### src/rtl/fbp_pkg.sv
package fbp_pkg;

    typedef enum logic [2:0] {
        ST_IDLE  = 3'd0,
        ST_WSET  = 3'd1,
        ST_WLOW  = 3'd2,
        ST_WHOLD = 3'd3,
        ST_RD    = 3'd4,
        ST_RGAP  = 3'd5,
        ST_FIN   = 3'd6
    } fbp_state_e;

    localparam logic POLL_DATA   = 1'b0;
    localparam logic POLL_TOGGLE = 1'b1;

    // Nanoseconds to clock cycles, rounded up, never below one cycle.
    function automatic int fbp_ns2cyc(input int ns, input int period);
        int c;
        c = (ns + period - 1) / period;
        return (c < 1) ? 1 : c;
    endfunction

    function automatic int fbp_max(input int a, input int b);
        return (a > b) ? a : b;
    endfunction

endpackage

### src/rtl/fbp_poll_eval.sv
module fbp_poll_eval (
    input  logic       mode,
    input  logic       verify,
    input  logic       have_prev,
    input  logic       prev6,
    input  logic [7:0] sample,
    input  logic [7:0] ref_data,
    output logic       complete,
    output logic       mismatch
);
    import fbp_pkg::*;

    always_comb begin
        complete = 1'b0;
        if (!verify) begin
            if (mode == POLL_TOGGLE) begin
                complete = have_prev && (sample[6] == prev6);
            end else begin
                complete = (sample[7] == ref_data[7]);
            end
        end
        mismatch = (sample != ref_data);
    end

endmodule

### src/rtl/fbp_bus_drv.sv
module fbp_bus_drv
    import fbp_pkg::*;
#(
    parameter int              AW      = 19,
    parameter logic [AW-1:0]   UNLK_A0 = 'h555,
    parameter logic [7:0]      UNLK_D0 = 8'hAA,
    parameter logic [AW-1:0]   UNLK_A1 = 'h2AA,
    parameter logic [7:0]      UNLK_D1 = 8'h55,
    parameter logic [AW-1:0]   CMD_A   = 'h555,
    parameter logic [7:0]      CMD_D   = 8'hA0
) (
    input  fbp_state_e      st,
    input  logic [1:0]      widx,
    input  logic [AW-1:0]   tgt_addr,
    input  logic [7:0]      tgt_data,
    output logic [AW-1:0]   fl_addr,
    output logic [7:0]      fl_dq_out,
    output logic            fl_dq_oe,
    output logic            fl_ce_n,
    output logic            fl_oe_n,
    output logic            fl_we_n
);
    localparam int NCMD = 3;

    logic [AW-1:0] slot_a [NCMD+1];
    logic [7:0]    slot_d [NCMD+1];
    logic          in_write;

    // Fixed command slots come from parameters; the last slot is the target byte.
    for (genvar g = 0; g < NCMD; g++) begin : g_cmd
        localparam logic [AW-1:0] SA = (g == 0) ? UNLK_A0 : (g == 1) ? UNLK_A1 : CMD_A;
        localparam logic [7:0]    SD = (g == 0) ? UNLK_D0 : (g == 1) ? UNLK_D1 : CMD_D;
        assign slot_a[g] = SA;
        assign slot_d[g] = SD;
    end
    assign slot_a[NCMD] = tgt_addr;
    assign slot_d[NCMD] = tgt_data;

    always_comb begin
        in_write  = (st == ST_WSET) || (st == ST_WLOW) || (st == ST_WHOLD);
        fl_addr   = in_write ? slot_a[widx] : tgt_addr;
        fl_dq_out = slot_d[widx];
        fl_dq_oe  = in_write;
        fl_ce_n   = !(in_write || (st == ST_RD));
        fl_oe_n   = (st != ST_RD);
        fl_we_n   = (st != ST_WLOW);
    end

endmodule

### src/rtl/fbp_seq.sv
module fbp_seq
    import fbp_pkg::*;
#(
    parameter int AW         = 19,
    parameter int SET_CYC    = 2,
    parameter int WP_CYC     = 2,
    parameter int HOLD_CYC   = 3,
    parameter int RD_CYC     = 6,
    parameter int GAP_CYC    = 2,
    parameter int POLL_LIMIT = 500
) (
    input  logic            clk,
    input  logic            rst_n,
    input  logic            req_valid,
    input  logic [AW-1:0]   req_addr,
    input  logic [7:0]      req_data,
    input  logic            req_mode,
    input  logic [7:0]      rd_sample,
    input  logic            ev_complete,
    input  logic            ev_mismatch,
    output fbp_state_e      st_o,
    output logic [1:0]      widx_o,
    output logic [AW-1:0]   addr_o,
    output logic [7:0]      data_o,
    output logic            mode_o,
    output logic            verify_o,
    output logic            have_prev_o,
    output logic            prev6_o,
    output logic            res_to_o,
    output logic            res_err_o
);
    localparam int MAXC = fbp_max(fbp_max(fbp_max(SET_CYC, WP_CYC), fbp_max(HOLD_CYC, RD_CYC)), GAP_CYC);
    localparam int CW   = $clog2(MAXC + 1);
    localparam int PW   = $clog2(POLL_LIMIT + 1);

    typedef struct packed {
        fbp_state_e      st;
        logic [CW-1:0]   cnt;
        logic [1:0]      widx;
        logic [AW-1:0]   addr;
        logic [7:0]      data;
        logic            mode;
        logic            verify;
        logic            have_prev;
        logic            prev6;
        logic [PW-1:0]   polls;
        logic            res_to;
        logic            res_err;
    } seq_t;

    seq_t ctl_q, ctl_d;

    always_comb begin
        ctl_d = ctl_q;
        unique case (ctl_q.st)
            ST_IDLE: begin
                if (req_valid) begin
                    ctl_d.st        = ST_WSET;
                    ctl_d.cnt       = '0;
                    ctl_d.widx      = '0;
                    ctl_d.addr      = req_addr;
                    ctl_d.data      = req_data;
                    ctl_d.mode      = req_mode;
                    ctl_d.verify    = 1'b0;
                    ctl_d.have_prev = 1'b0;
                    ctl_d.prev6     = 1'b0;
                    ctl_d.polls     = '0;
                    ctl_d.res_to    = 1'b0;
                    ctl_d.res_err   = 1'b0;
                end
            end
            ST_WSET: begin
                if (ctl_q.cnt == CW'(SET_CYC - 1)) begin
                    ctl_d.st  = ST_WLOW;
                    ctl_d.cnt = '0;
                end else begin
                    ctl_d.cnt = ctl_q.cnt + 1'b1;
                end
            end
            ST_WLOW: begin
                if (ctl_q.cnt == CW'(WP_CYC - 1)) begin
                    ctl_d.st  = ST_WHOLD;
                    ctl_d.cnt = '0;
                end else begin
                    ctl_d.cnt = ctl_q.cnt + 1'b1;
                end
            end
            ST_WHOLD: begin
                if (ctl_q.cnt == CW'(HOLD_CYC - 1)) begin
                    ctl_d.cnt = '0;
                    if (ctl_q.widx == 2'd3) begin
                        ctl_d.st = ST_RD;
                    end else begin
                        ctl_d.widx = ctl_q.widx + 1'b1;
                        ctl_d.st   = ST_WSET;
                    end
                end else begin
                    ctl_d.cnt = ctl_q.cnt + 1'b1;
                end
            end
            ST_RD: begin
                if (ctl_q.cnt == CW'(RD_CYC - 1)) begin
                    ctl_d.cnt       = '0;
                    ctl_d.have_prev = 1'b1;
                    ctl_d.prev6     = rd_sample[6];
                    if (ctl_q.verify) begin
                        ctl_d.res_err = ev_mismatch;
                        ctl_d.st      = ST_FIN;
                    end else if (ev_complete) begin
                        if (ctl_q.mode == POLL_TOGGLE) begin
                            ctl_d.st = ST_FIN;
                        end else begin
                            ctl_d.verify = 1'b1;
                            ctl_d.st     = ST_RGAP;
                        end
                    end else if (ctl_q.polls == PW'(POLL_LIMIT - 1)) begin
                        ctl_d.res_to = 1'b1;
                        ctl_d.st     = ST_FIN;
                    end else begin
                        ctl_d.polls = ctl_q.polls + 1'b1;
                        ctl_d.st    = ST_RGAP;
                    end
                end else begin
                    ctl_d.cnt = ctl_q.cnt + 1'b1;
                end
            end
            ST_RGAP: begin
                if (ctl_q.cnt == CW'(GAP_CYC - 1)) begin
                    ctl_d.st  = ST_RD;
                    ctl_d.cnt = '0;
                end else begin
                    ctl_d.cnt = ctl_q.cnt + 1'b1;
                end
            end
            ST_FIN:  ctl_d.st = ST_IDLE;
            default: ctl_d.st = ST_IDLE;
        endcase
    end

    always_ff @(posedge clk or negedge rst_n) begin
        if (!rst_n) begin
            ctl_q <= '0;
        end else begin
            ctl_q <= ctl_d;
        end
    end

    assign st_o        = ctl_q.st;
    assign widx_o      = ctl_q.widx;
    assign addr_o      = ctl_q.addr;
    assign data_o      = ctl_q.data;
    assign mode_o      = ctl_q.mode;
    assign verify_o    = ctl_q.verify;
    assign have_prev_o = ctl_q.have_prev;
    assign prev6_o     = ctl_q.prev6;
    assign res_to_o    = ctl_q.res_to;
    assign res_err_o   = ctl_q.res_err;

endmodule

### src/rtl/flash_byte_prog.sv
module flash_byte_prog
    import fbp_pkg::*;
#(
    parameter int              AW          = 19,
    parameter int              CLK_NS      = 10,
    parameter int              T_WP_NS     = 20,
    parameter int              T_WPH_NS    = 20,
    parameter int              T_AS_NS     = 0,
    parameter int              T_AH_NS     = 25,
    parameter int              T_DS_NS     = 20,
    parameter int              T_RD_NS     = 55,
    parameter int              T_RGAP_NS   = 20,
    parameter int              PROG_MAX_NS = 40000,
    parameter logic [AW-1:0]   UNLK_A0     = 'h555,
    parameter logic [7:0]      UNLK_D0     = 8'hAA,
    parameter logic [AW-1:0]   UNLK_A1     = 'h2AA,
    parameter logic [7:0]      UNLK_D1     = 8'h55,
    parameter logic [AW-1:0]   CMD_A       = 'h555,
    parameter logic [7:0]      CMD_D       = 8'hA0
) (
    input  logic            clk,
    input  logic            rst_n,
    input  logic            req_valid,
    output logic            req_ready,
    input  logic [AW-1:0]   req_addr,
    input  logic [7:0]      req_data,
    input  logic            req_mode,
    output logic            done,
    output logic            res_timeout,
    output logic            res_verify_err,
    output logic [AW-1:0]   fl_addr,
    output logic [7:0]      fl_dq_out,
    output logic            fl_dq_oe,
    input  logic [7:0]      fl_dq_in,
    output logic            fl_ce_n,
    output logic            fl_oe_n,
    output logic            fl_we_n
);
    localparam int SET_CYC    = fbp_max(fbp_ns2cyc(T_DS_NS, CLK_NS), fbp_ns2cyc(T_AS_NS, CLK_NS));
    localparam int WP_CYC     = fbp_ns2cyc(T_WP_NS, CLK_NS);
    localparam int HOLD_CYC   = fbp_max(fbp_ns2cyc(T_AH_NS, CLK_NS), fbp_ns2cyc(T_WPH_NS, CLK_NS));
    localparam int RD_CYC     = fbp_ns2cyc(T_RD_NS, CLK_NS);
    localparam int GAP_CYC    = fbp_ns2cyc(T_RGAP_NS, CLK_NS);
    localparam int POLL_LIMIT = fbp_max(2, fbp_ns2cyc(PROG_MAX_NS, (RD_CYC + GAP_CYC) * CLK_NS));

    fbp_state_e    st;
    logic [1:0]    widx;
    logic [AW-1:0] tgt_addr;
    logic [7:0]    tgt_data;
    logic          mode, verify, have_prev, prev6;
    logic          ev_complete, ev_mismatch;

    fbp_seq #(
        .AW(AW), .SET_CYC(SET_CYC), .WP_CYC(WP_CYC), .HOLD_CYC(HOLD_CYC),
        .RD_CYC(RD_CYC), .GAP_CYC(GAP_CYC), .POLL_LIMIT(POLL_LIMIT)
    ) u_seq (
        .clk         (clk),
        .rst_n       (rst_n),
        .req_valid   (req_valid),
        .req_addr    (req_addr),
        .req_data    (req_data),
        .req_mode    (req_mode),
        .rd_sample   (fl_dq_in),
        .ev_complete (ev_complete),
        .ev_mismatch (ev_mismatch),
        .st_o        (st),
        .widx_o      (widx),
        .addr_o      (tgt_addr),
        .data_o      (tgt_data),
        .mode_o      (mode),
        .verify_o    (verify),
        .have_prev_o (have_prev),
        .prev6_o     (prev6),
        .res_to_o    (res_timeout),
        .res_err_o   (res_verify_err)
    );

    fbp_poll_eval u_eval (
        .mode      (mode),
        .verify    (verify),
        .have_prev (have_prev),
        .prev6     (prev6),
        .sample    (fl_dq_in),
        .ref_data  (tgt_data),
        .complete  (ev_complete),
        .mismatch  (ev_mismatch)
    );

    fbp_bus_drv #(
        .AW(AW), .UNLK_A0(UNLK_A0), .UNLK_D0(UNLK_D0), .UNLK_A1(UNLK_A1),
        .UNLK_D1(UNLK_D1), .CMD_A(CMD_A), .CMD_D(CMD_D)
    ) u_bus (
        .st        (st),
        .widx      (widx),
        .tgt_addr  (tgt_addr),
        .tgt_data  (tgt_data),
        .fl_addr   (fl_addr),
        .fl_dq_out (fl_dq_out),
        .fl_dq_oe  (fl_dq_oe),
        .fl_ce_n   (fl_ce_n),
        .fl_oe_n   (fl_oe_n),
        .fl_we_n   (fl_we_n)
    );

    assign req_ready = (st == ST_IDLE);
    assign done      = (st == ST_FIN);

endmodule

### config.mk
export PLATFORM = sky130hd
export DESIGN_NAME = flash_byte_prog
export DESIGN_NICKNAME = d
export VERILOG_FILES = /design/src/rtl/fbp_pkg.sv /design/src/rtl/fbp_poll_eval.sv /design/src/rtl/fbp_bus_drv.sv /design/src/rtl/fbp_seq.sv /design/src/rtl/flash_byte_prog.sv
export SDC_FILE = /design/constraint.sdc
export NUM_CORES = 1
export LEC_CHECK = 0
export BUFFER_PORTS_ARGS = -buffer_cell sky130_fd_sc_hd__buf_2
export CAP_MARGIN = 0
export CORE_ASPECT_RATIO = 1.2
export CORE_MARGIN = 3
export CORE_UTILIZATION = 53
export DETAILED_ROUTE_END_ITERATION = 16
export GPL_ROUTABILITY_DRIVEN = 0
export PLACE_DENSITY = 0.92
export SETUP_SLACK_MARGIN = 0.5
export SYNTH_ARGS = -nofsm -noshare
export SYNTH_HDL_FRONTEND = slang
export SYNTH_SLANG_ARGS = --single-unit
### constraint.sdc
create_clock -name clk -period 2.6 [get_ports clk]
set_input_delay 0.39 -clock clk [delete_from_list [all_inputs] [get_ports clk]]
set_output_delay 0.39 -clock clk [all_outputs]
set_load 0.05 [all_outputs]
==> flow_summary.toml <==
[logic_synthesis]
number_of_flops_mapped_to_enable_cells_by_yosys = 0
synth.distinct_cells = 51
yosysWarnings = 0
synth_async_sr_flop_share_pct = 100
synth_sequential_area_ratio_pct = 45.4
syn-mean-instance-area_um2 = 8.46
post_synthesis_cell_area_um2 = 2760
top_ff_cell_synth = "sky130_fd_sc_hd__dfrtp_1"
mappedNetlistNets = 367
ffs_latches_synth = 50
netlist_instances = 326

[timing]
finalCritPeriodShare_pct = 80.6
timing.final.hold_violations = 0
fmaxAchievable_mhz = 477
timing_max_transition_violations_final = 0
post-route-worst-setup-slack_ps = 503
setup-tns-final_ps = 0
maxSlewHeadroom_pct = 60.1
grt_setup_unrepaired = "true"
worst_clock_skew_on_the_final_layout_ps = 4.43
period_minus_slack_ps = 2100
setup_viol = 0
worst-slew-pin-transition_ps = 599

[layout]
mostFrequentLayoutCells = "95 x sky130_fd_sc_hd__nand2_1, 53 x sky130_fd_sc_hd__buf_2, 45 x sky130_fd_sc_hd__dfrtp_1, 27 x sky130_fd_sc_hd__buf_4, 18 x sky130_fd_sc_hd__nor2_1"
antennaDiodeCount = 0
mostFrequentLayoutCell = "sky130_fd_sc_hd__nand2_1"
synthToLayoutAreaGrowth_pct = 26.0
layout-drive-gt1-share_pct = 30.9
final_nets = 445
layoutNonFillerInstCount = 465

[placed_design]
place_hpwl_um = 4740
pre_cts_slack_ps = 441
portBuffers = 73
placedCellCount = 447

[drt]
ant_nets = 0
first_pass_iters = 4
drt_wl_total_um = 7210
post_route_drc_violation_count = 0
wl_per_cell_um = 15.5
vias = 2675
drt-initial-drc-count = 226
detail_route.vias_per_cell = 5.75

[worst_setup_path]
r2r-start = "u_seq.st_o[0]$_DFFE_PN0P_"
worstPathRequired_ps = 2210
setup.worst_path.end = "fl_addr[6]"
r2r_setup_slack_ps = 570
worst-setup-path-type = "reg2out"
crit_path_end_kind = "output pin"
reg2reg_depth = 5
timing.critical_path.arrival_ps = 1710
critical_path.reg2reg.endpoint = "u_seq.st_o[0]$_DFFE_PN0P_"
crit_fanout = 11
crit_start = "u_seq.st_o[2]$_DFFE_PN0P_"
setup.worst_path.start_class = "flip-flop"

[power]
max-vdd-ir-drop_mv = 1.22
total_power_mw = 4.82
powerDensity_nw_per_um2 = 1390
leakage_nw = 1.77

[clock_tree]
clock_tree_from_tritoncts = "done"
cts_made_buffers = 5
root_buffer = "sky130_fd_sc_hd__clkbuf_8"
clock-sinks = 50
htreeDepth = 2
postCtsHoldBufs = 0
cts.path.max_buffers = 2
clock_latency_on_the_worst_skew_pair_ps = 310
clock_pin_transition_on_the_worst_setup_and_hold_timing_paths_ps = 90

[floorplanning]
num_rows = 28
ioPinCount = 74
die_area_um2 = 6110
core_um2 = 4970
die_height_um = 85.0
die_w_um = 71.9
initial_core_util_pct = 55.5

[run_status]
outcome = "finished, final reports clean"

[global_routing]
grt_antenna_before_repair = 0
grt_start_max_net_pins = 32
first_global_vias = 2627
gr-total-overflow = 0
grt_first_pass_wirelength_um = 11700
grt.total_usage_pct = 24.1

[min_path]
worst_hold_path_type = "in2async"

[run]
maxCapViolCount = 0
final cells by class:
| type | instances | area, um^2 |
|---|---|---|
| fill | 333 | 1500 |
| multi-input combinational | 248 | 1440 |
| sequential | 50 | 1260 |
| timing repair buffer | 91 | 562 |
| tap | 60 | 75.1 |
| clock buffer | 5 | 68.8 |
| clock inverter | 3 | 43.8 |
| inverter | 8 | 30.0 |
synthesized netlist by cell type (3+ instances only):
| library cell | instances | area share, % |
|---|---|---|
| sky130_fd_sc_hd__a21boi_0 | 4 | 1.1 |
| sky130_fd_sc_hd__a21o_1 | 8 | 2.2 |
| sky130_fd_sc_hd__a21oi_1 | 8 | 1.5 |
| sky130_fd_sc_hd__a22o_1 | 3 | 0.95 |
| sky130_fd_sc_hd__and2_1 | 9 | 2.0 |
| sky130_fd_sc_hd__buf_2 | 5 | 0.91 |
| sky130_fd_sc_hd__clkbuf_1 | 12 | 1.6 |
| sky130_fd_sc_hd__dfrtp_1 | 50 | 45 |
| sky130_fd_sc_hd__inv_1 | 8 | 1.1 |
| sky130_fd_sc_hd__nand2_1 | 96 | 13 |
| sky130_fd_sc_hd__nand2b_1 | 3 | 0.68 |
| sky130_fd_sc_hd__nand3_1 | 6 | 1.1 |
| sky130_fd_sc_hd__nor2_1 | 26 | 3.5 |
| sky130_fd_sc_hd__nor2b_1 | 4 | 0.91 |
| sky130_fd_sc_hd__nor3_1 | 3 | 0.54 |
| sky130_fd_sc_hd__o211ai_1 | 4 | 1.1 |
| sky130_fd_sc_hd__o21ai_0 | 16 | 2.9 |
| sky130_fd_sc_hd__o31ai_1 | 6 | 1.6 |
| sky130_fd_sc_hd__xnor2_1 | 3 | 0.95 |
| sky130_fd_sc_hd__xor2_1 | 12 | 3.8 |
flip-flops by register name, indices dropped and copies added (netlist names):
register and count:
u_seq.addr_o 19, u_seq.ctl_q 12, u_seq.data_o 8, u_seq.have_prev_o 1, u_seq.mode_o 1, u_seq.prev6_o 1
u_seq.res_err_o 1, u_seq.res_to_o 1, u_seq.st_o 3, u_seq.verify_o 1, u_seq.widx_o 2
timing repair:
item                                    CTS  global route
setup buffers                             6             4
pin swaps                                 0             6
endpoints found under the setup margin   21            42
resized for setup                        16            21
worst min path at each step:
| stage | from | end | slack [ps] | cells past startpoint |
|---|---|---|---|---|
| global route | rst_n | u_seq.ctl_q[45]$_DFFE_PN0P_ | 50 | 1 |
| detailed placement | rst_n | u_seq.ctl_q[45]$_DFFE_PN0P_ | 380 | 1 |
| CTS | rst_n | u_seq.ctl_q[45]$_DFFE_PN0P_ | 30 | 1 |
| finish | rst_n | u_seq.ctl_q[45]$_DFFE_PN0P_ | 20 | 1 |
| floorplan | rst_n | u_seq.addr_o[0]$_DFFE_PN0P_ | 90 | 0 |
| global placement | rst_n | u_seq.ctl_q[45]$_DFFE_PN0P_ | 370 | 1 |
kinds of logic (layout without fill, tap and decap cells):
kind of cell               after synthesis  after routing  synth area share (%)
AOI/OAI and AO/OA                       60             60                  15.5
muxes                                    2              2                 0.816
adders and majority gates                2              2                 0.907
and+or+nand+nor                        169            169                  28.3
xor gates and xnor gates                15             15                  4.76
buffers and inverters                   28            107                  4.31
DFF                                     50             50                  45.4
routing by layer:
metal / up-vias / global-route usage, % / routed length, um
met2: 121 / 39.3 / 3630
met3: 20 / 4.74 / 470
met4: 0 / 10.3 / 177
li1: 1246 / - / -
met1: 1288 / 31.0 / 2930
met5: - / 0 / 0
worst max-delay path: stages, from the launching register on:
cell	delay [ps]
sky130_fd_sc_hd__dfrtp_2	440
sky130_fd_sc_hd__buf_8	150
sky130_fd_sc_hd__nor3_1	240
sky130_fd_sc_hd__buf_4	250
sky130_fd_sc_hd__a21o_1	110
sky130_fd_sc_hd__buf_4	190
report_power, final:
| part | internal (mW) | switching (mW) | leakage (nW) |
|---|---|---|---|
| Sequential | 1.06 | 0.281 | 0.636 |
| Clock | 0.289 | 0.273 | 0.0585 |
| Combinational | 0.942 | 1.97 | 1.08 |
stage by stage:
stage	area, um^2	util, %	hold slack (ps)
floorplan	2780	-	94.4
global placement	3190	64.1	371
detailed placement	3190	64.1	375
CTS	3390	68.1	34.5
global route	3480	69.9	50.5
finish	3480	69.9	21.8
Note: power is estimated with default switching activity, not from simulation.
